<file path="config.mk">
export PLATFORM = sky130hd
export DESIGN_NAME = guard_detect_arbiter
export DESIGN_NICKNAME = d
export VERILOG_FILES = /design/src/rtl/gk_pkg.sv /design/src/rtl/gk_decode.sv /design/src/rtl/gk_arbiter.sv /design/src/rtl/guard_detect_arbiter.sv
export SDC_FILE = /design/constraint.sdc
export NUM_CORES = 1
export LEC_CHECK = 0
export CORE_MARGIN = 3
export CORE_UTILIZATION = 30
export CTS_CLUSTER_SIZE = 16
export DETAILED_ROUTE_END_ITERATION = 6
export PLACE_DENSITY_LB_ADDON = 0.1
export SYNTH_ARGS = -nofsm -noshare
export SYNTH_HDL_FRONTEND = slang
export SYNTH_SLANG_ARGS = --single-unit
</file>
<file path="constraint.sdc">
create_clock -name clk -period 1.75 [get_ports clk]
set_input_delay 0.35 -clock clk [delete_from_list [all_inputs] [get_ports clk]]
set_output_delay 0.35 -clock clk [all_outputs]
set_load 0.1 [all_outputs]
</file>
<file path="src/rtl/gk_pkg.sv">
package gk_pkg;
    // How a strobe resolves the reported vector
    typedef enum logic [1:0] {
        GK_PASS  = 2'd0,  // raw flags copied through
        GK_PEND  = 2'd1,  // guard touched, held keys still reporting
        GK_GUARD = 2'd2   // guard owns the outputs
    } gk_mode_e;
endpackage

</file>
<file path="src/rtl/gk_decode.sv">
module gk_decode #(
    parameter int unsigned NUM_KEYS = 11,
    parameter int unsigned SEL_W    = 4
) (
    input  logic                guard_en,
    input  logic [SEL_W-1:0]    guard_sel,
    output logic [NUM_KEYS-1:0] guard_mask,
    output logic                guard_armed
);
    // Index in range of populated keys?
    assign guard_armed = guard_en && (32'(guard_sel) < NUM_KEYS);

    for (genvar i = 0; i < NUM_KEYS; i++) begin : g_mask
        assign guard_mask[i] = (guard_sel == SEL_W'(i));
    end

    always_comb begin
        if (guard_armed) begin
            AST_MASK_ONEHOT: assert ($onehot0(guard_mask) && guard_mask != '0);
        end
    end
endmodule

</file>
<file path="src/rtl/gk_arbiter.sv">
module gk_arbiter
    import gk_pkg::*;
#(
    parameter int unsigned NUM_KEYS = 11
) (
    input  logic                clk,
    input  logic                rst_n,
    input  logic                cycle_done,
    input  logic [NUM_KEYS-1:0] raw_det,
    input  logic [NUM_KEYS-1:0] guard_mask,
    input  logic                guard_armed,
    output logic [NUM_KEYS-1:0] key_out,
    output logic                guard_active
);
    typedef struct packed {
        logic [NUM_KEYS-1:0] keys;
        logic                active;
    } arb_state_t;

    arb_state_t          state_d, state_q;
    gk_mode_e            mode;
    logic [NUM_KEYS-1:0] held_keys;
    logic                guard_touch;

    assign guard_touch = |(raw_det & guard_mask);
    assign held_keys   = state_q.keys & raw_det & ~guard_mask;

    // Resolve the mode for this evaluation
    always_comb begin
        if (!guard_armed || !guard_touch) begin
            mode = GK_PASS;
        end else if (state_q.active) begin
            mode = GK_GUARD;
        end else if (held_keys != '0) begin
            mode = GK_PEND;
        end else begin
            mode = GK_GUARD;
        end
    end

    // Next state
    always_comb begin
        state_d = state_q;
        if (cycle_done) begin
            unique case (mode)
                GK_PASS: begin
                    state_d.keys   = raw_det;
                    state_d.active = 1'b0;
                end
                GK_PEND: begin
                    state_d.keys   = held_keys;
                    state_d.active = 1'b0;
                end
                default: begin
                    state_d.keys   = guard_mask;
                    state_d.active = 1'b1;
                end
            endcase
        end
    end

    always_ff @(posedge clk or negedge rst_n) begin
        if (!rst_n) begin
            state_q <= '0;
        end else begin
            state_q <= state_d;
        end
    end

    assign key_out      = state_q.keys;
    assign guard_active = state_q.active;

    AST_BYPASS_WHEN_DISARMED: assert property (@(posedge clk) disable iff (!rst_n)
        (cycle_done && !guard_armed) |=> (key_out == $past(raw_det) && !guard_active));

    AST_ACTIVE_MASKS_OTHERS: assert property (@(posedge clk) disable iff (!rst_n)
        guard_active |-> ((key_out & ~$past(guard_mask)) == '0));

    AST_HELD_BLOCKS_GUARD: assert property (@(posedge clk) disable iff (!rst_n)
        (cycle_done && guard_armed && guard_touch && !guard_active
         && ((key_out & raw_det & ~guard_mask) != '0)) |=> !guard_active);

    AST_PEND_NO_NEW_KEY: assert property (@(posedge clk) disable iff (!rst_n)
        (cycle_done && guard_armed && guard_touch && !guard_active
         && ((key_out & raw_det & ~guard_mask) != '0))
        |=> ((key_out & ~$past(key_out)) == '0));

    AST_RELEASE_PASSES: assert property (@(posedge clk) disable iff (!rst_n)
        (cycle_done && !guard_touch) |=> (!guard_active && key_out == $past(raw_det)));

    AST_HOLD_NO_STROBE: assert property (@(posedge clk) disable iff (!rst_n)
        !cycle_done |=> ($stable(key_out) && $stable(guard_active)));
endmodule

</file>
<file path="src/rtl/guard_detect_arbiter.sv">
module guard_detect_arbiter #(
    parameter int unsigned NUM_KEYS = 11,
    parameter int unsigned SEL_W    = (NUM_KEYS > 1) ? $clog2(NUM_KEYS) : 1
) (
    input  logic                clk,
    input  logic                rst_n,
    input  logic                cycle_done,
    input  logic [NUM_KEYS-1:0] raw_det,
    input  logic                guard_en,
    input  logic [SEL_W-1:0]    guard_sel,
    output logic [NUM_KEYS-1:0] key_out,
    output logic                guard_active
);
    logic [NUM_KEYS-1:0] guard_mask;
    logic                guard_armed;

    gk_decode #(
        .NUM_KEYS (NUM_KEYS),
        .SEL_W    (SEL_W)
    ) u_decode (
        .guard_en    (guard_en),
        .guard_sel   (guard_sel),
        .guard_mask  (guard_mask),
        .guard_armed (guard_armed)
    );

    gk_arbiter #(
        .NUM_KEYS (NUM_KEYS)
    ) u_arbiter (
        .clk          (clk),
        .rst_n        (rst_n),
        .cycle_done   (cycle_done),
        .raw_det      (raw_det),
        .guard_mask   (guard_mask),
        .guard_armed  (guard_armed),
        .key_out      (key_out),
        .guard_active (guard_active)
    );

    AST_OUT_RANGE_DISARMS: assert property (@(posedge clk) disable iff (!rst_n)
        (cycle_done && guard_en && 32'(guard_sel) >= NUM_KEYS) |=> !guard_active);
endmodule

</file>
; Word level (Yosys, flattened, before mapping)
; Index checks and enable logic that the tools add are counted.
[classes]
magnitude_cmp = 1
n_eq_ne = 11
muxes = 4
n_bitwise = 4
reduce_logical = 8
[ops]
columns = op, n
row1 = AND 11 bit, 3
row2 = case mux 12 bit (2 select lines), 1
row3 = == test 4 x 3 -> 1 bit (second input constant), 4
row4 = == test 4 bit (second input constant), 3
row5 = inverter 11 bit, 1
row6 = nonzero test 11 bit, 1
row7 = OR reduction 11 bit, 1
row8 = == test 4 x 2 -> 1 bit (second input constant), 2
row9 = 2-to-1 mux 2 bit, 3
row10 = == test 4 x 1 -> 1 bit (second input constant), 1
row11 = zero test 4 bit, 1
row12 = < comparator 4 bit (second input constant), 1
row13 = == test 2 x 1 -> 1 bit (second input constant), 1
row14 = zero test 1 bit, 2
row15 = zero test 2 bit, 1
row16 = logical AND 1 bit, 1
row17 = logical OR 1 bit, 1
[totals]
ff_bits = 12
input_bits = 19
out_inout_bits = 12

; Logic depth before layout (Yosys ltp)
[depth]
word_depth = 9
mapped_depth = 9

; Hierarchy
; From an unflattened synthesis, not the netlist that was laid out.
[unflattened]
cells_unflattened = 95
area_unflattened_um2 = 944.7
[by_module_without_submodules]
columns = module, n_inst, cells_per_inst, area_each_um2
row1 = gk_arbiter, 1, 77, 823.3
row2 = gk_decode, 1, 18, 121.4

; Worst setup path after synthesis
; OpenSTA, ideal clock, no wires.
[synth_timing]
path_type = reg2reg
from = register u_arbiter.state_q (netlist bit u_arbiter.key_out[8])
to = register u_arbiter.state_q (netlist bit u_arbiter.guard_active)
setup_time_ns = 0.081
t_arrival_ns = 1.953
t_required_ns = 1.669
slack_ns = -0.284
path_stages_with_launch = 8
n_path_buf = 1
synth_period_minus_slack_ns = 2.034
cell_sequence = dfrtp_1 nand2_1 o22ai_1 nor4_2 a21oi_1 or2_1 buf_6 mux2i_4
[synth_between]
elab_chain_cells = 8
word_cells_on_any_way = 9
cone_classes = 1 x eq/ne / 4 x mux / 2 x bitwise / 2 x reduce/logical
[synth_rtl]
columns = item, line_no
row1 = from (decl), gk_arbiter.sv:20  ; arb_state_t state_d, state_q;
row2 = from (signal assigned), gk_arbiter.sv:66  ; state_q <= state_d;
row3 = AND 11 bit * (2 in a row), gk_arbiter.sv:26  ; assign held_keys = state_q.keys & raw_det & ~guard_mask;
row4 = nonzero test 11 bit *, gk_arbiter.sv:34  ; end else if (held_keys != '0) begin
row5 = 2-to-1 mux 2 bit *, gk_arbiter.sv:34
row6 = 2-to-1 mux 2 bit *, gk_arbiter.sv:32  ; end else if (state_q.active) begin
row7 = 2-to-1 mux 2 bit *, gk_arbiter.sv:30  ; if (!guard_armed || !guard_touch) begin
row8 = == test 2 x 1 -> 1 bit / zero test 2 bit (equally long branches), gk_arbiter.sv:45  ; unique case (mode)
row9 = case mux 12 bit (2 select lines) *, gk_arbiter.sv:45
; Mark *: on every way between the ends. The rest lies on a longest branch, timed or not.
; A chain may end at the register's enable or synchronous reset.

; Worst setup path after layout
[layout_timing]
from = input guard_sel[2]
to = register u_arbiter.state_q (netlist bit u_arbiter.guard_active)
[layout_between]
elab_chain_cells = 9
word_cells_on_any_way = 27
cone_classes = 1 x order compare / 11 x eq/ne / 4 x mux / 3 x bitwise / 8 x reduce/logical
[layout_rtl]
columns = item, line_no
row1 = from (decl), guard_detect_arbiter.sv:10  ; input logic [SEL_W-1:0] guard_sel,
row2 = "== test 4 x 1 -> 1 bit, or another cell as far along", gk_decode.sv:14  ; assign guard_mask[i] = (guard_sel == SEL_W'(i));
row3 = inverter 11 bit, gk_arbiter.sv:26
row4 = AND 11 bit, gk_arbiter.sv:26
row5 = nonzero test 11 bit, gk_arbiter.sv:34
row6 = 2-to-1 mux 2 bit, gk_arbiter.sv:34
row7 = 2-to-1 mux 2 bit, gk_arbiter.sv:32
row8 = 2-to-1 mux 2 bit *, gk_arbiter.sv:30
row9 = == test 2 x 1 -> 1 bit / zero test 2 bit (equally long branches), gk_arbiter.sv:45
row10 = case mux 12 bit (2 select lines) *, gk_arbiter.sv:45
; Marks and branches as above.

==> flow_summary.yaml <==
clocking:
  clk_latency_ns: 0.25
  htreeDepth: 1
  cts_hold_buffers: 0
  cts_inserted_buffers: 3
  cts_tree: "yes"
  clk_path_buf_depth: 2
  path_clk_slew_ns: 0.06
  clock_sinks: 12
  clk_root_buffer_cell: "clkbuf_8"
die:
  core_area_sq_mm: 0.00380
  die_y_microns: 69.9
  die-area_sq_mm: 0.00489
  io_pins: 31
  rows: 22
  fp.dieW_microns: 69.9
  initial_core_util: 0.323
critical_path:
  path_cells: "buf_8 -> buf_12 -> buf_12 -> or4bb_4 -> nand3_2 -> and4_4 -> a21oi_2 -> or2_4 -> buf_6 -> mux2i_4"
  slowest_delay_ns: 0.52
  start_kind: "input pin"
  crit_required_ns: 1.92
  crit_arrival_ns: 2.13
  critical_path_class: "in -> reg"
  path_common_cell: "buf_12"
  endpoint_kind: "flip-flop"
  path_buf_inv: 4
  crit_slowest_cell: "or4bb_4"
  path_max_fanout: 6
  critPathTopFamily: "simple AND/OR/NAND/NOR gates"
  rrSetupSlack_ns: 0.09
sta:
  post-route-min-period_ns: 1.96
  fin_tns_setup_ns: -2.09
  min_period_over_period: 1.12
  slew_headroom: 0.780
  setup_viol: 12
  worst_hold_slack_ns: 0.410
  rsz0062_at_grt: "yes"
  fin_skew_ns: 0.00249
  setup_slack_ns: -0.209
  max_freq_ghz: 0.511
  hold_viol_final: 0
  drv_slew: 0
  worst_slew_pin_slew_ns: 0.330
run_status:
  status: "finished, violations left"
  violations: "setup timing"
placement:
  pre_cts_slack_ns: -0.869
  place_hpwl_microns: 2670
  gp_congestion: 0.787
  place_inst: 239
  portBuffers: 30
grt:
  grt_pass1_vias: 1370
  grt_max_degree: 20
  grt_usage: 0.169
  overflow: 0
  grt_pass1_wl_microns: 6770
  antenna_found_initial: 0
pwr:
  power.density_mw_per_mm2: 647
  leakagePower_nw: 0.948
  total_power_mw: 1.50
  ir_worst_vdd_uv: 342
synth:
  yosysWarnings: 0
  synth.area.top_cells: "dfrtp_1, o22ai_2, buf_6"
  synth_largest_area_cell: "dfrtp_1"
  syn_nets: 155
  async_flop_share: 1.00
  synth_top_cells_by_count: "a21oi_1, dfrtp_1, o21ai_0, nor2_1, o22ai_2"
  synth_most_common_cell: "a21oi_1"
  synth_seq_area_share: 0.245
  ys_ff_latch: 12
  avgSynthCellArea_sq_um: 9.02
  synthFlopType: "dfrtp_1"
  synth_edf_count: 0
  synthCells: 136
  synth_area_sq_mm: 0.00123
  synth_cell_types: 39
  synth.top_cell.area_share: 0.245
routing:
  post_drt_wl_per_cell_microns: 16.0
  drt_first_pass_iters: 4
  drc: 0
  dr.first_iter.drc_count: 74
  vias_per_cell: 5.37
  route.antenna.remaining_nets: 0
  num_vias: 1370
  wirelength_microns: 4080
finish:
  drive_above_1_share: 0.594
  stdcell_count: 255
  fin_nets: 227
  fill_cells: 309
  insertedDiodeCount: 0
  area_growth_pct: 89.1
job:
  drv_cap: 0
worst_hold_path:
  min_path_type: "in -> async"
[worst paths after layout]
check / end / from / cells after the start
worst max register to register: u_arbiter.guard_active / u_arbiter.key_out[8] / 7
worst min-delay path: u_arbiter.key_out[6] / rst_n / 2
worst max-delay path: u_arbiter.guard_active / guard_sel[2] / 10
max in group asynchronous: u_arbiter.key_out[8] / rst_n / 2
worst min register to register: u_arbiter.key_out[10] / u_arbiter.key_out[10] / 2
min in group clk: u_arbiter.key_out[4] / raw_det[4] / 4
[metrics by stage]
step	util	area (sq um)
after floorplan	-	1260
after global placement	0.511	1940
after detailed placement	0.511	1940
after CTS	0.586	2230
after global routing	0.610	2320
final	0.610	2320
[what timing repair did]
action	4_1_cts	5_1_grt
setup endpoints to repair	12	12
hold endpoints to repair	0	0
gates resized for setup	44	19
cloned	3	1
pin swaps	15	12
setup buffers	7	1
[cell usage in the layout, fill, tap and decap left out, drive strengths merged, types with 2 or more instances in the layout]
master,netlist,layout
buf,10,64
a21oi,17,17
o22ai,12,12
dfrtp,12,12
o21ai,10,10
nor2,9,9
nand2,7,7
clkdlybuf4s50,0,6
dlygate4sd2,0,6
clkbuf,4,6
o31ai,5,5
or2,5,5
nand3,5,5
nand3b,4,4
inv,3,3
nand4b,3,3
nor3,3,3
or4b,3,3
or4bb,2,2
nand4bb,2,2
nor4b,2,2
nor4,2,2
dlymetal6s2s,0,2
nand2b,2,2
o221ai,2,2
[per-layer routing]
metal / global-route usage / part of all wire / vias to the layer above
met3: 0.0388 / 0.074 / 4
li1: - / - / 669
met5: 0 / 0 / -
met4: 0.0319 / 0.0071 / 0
met2: 0.265 / 0.46 / 49
met1: 0.238 / 0.46 / 648
[power breakdown]
group          internal (mW)  switching, mW  total (mW)
Sequential             0.316         0.0491       0.366
Combinational          0.371          0.437       0.807
Clock                  0.200          0.128       0.327
Total                  0.887          0.614        1.50
[kinds of logic after synthesis]
group,Yosys count,share of synthesized area
muxes,2,0.0275
DFF,12,0.245
AOI/OAI and AO/OA,49,0.289
buffers and inverters,17,0.105
and+or+nand+nor,56,0.334
[final cells by class]
class                   count  area, sq um  share of cell area
inverters                   3         11.3             0.00486
flip-flops and latches     12          314               0.135
multi-input cells         107          910               0.392
clock buffers               4         55.1              0.0237
well taps                  48         60.1              0.0259
repair buffers             81          968               0.418
[sequential cells by signal (all words and copies together), names as in the netlist]
register and flops:
u_arbiter.guard_active 1, u_arbiter.key_out 11
Power figures use the tool's default switching activity.
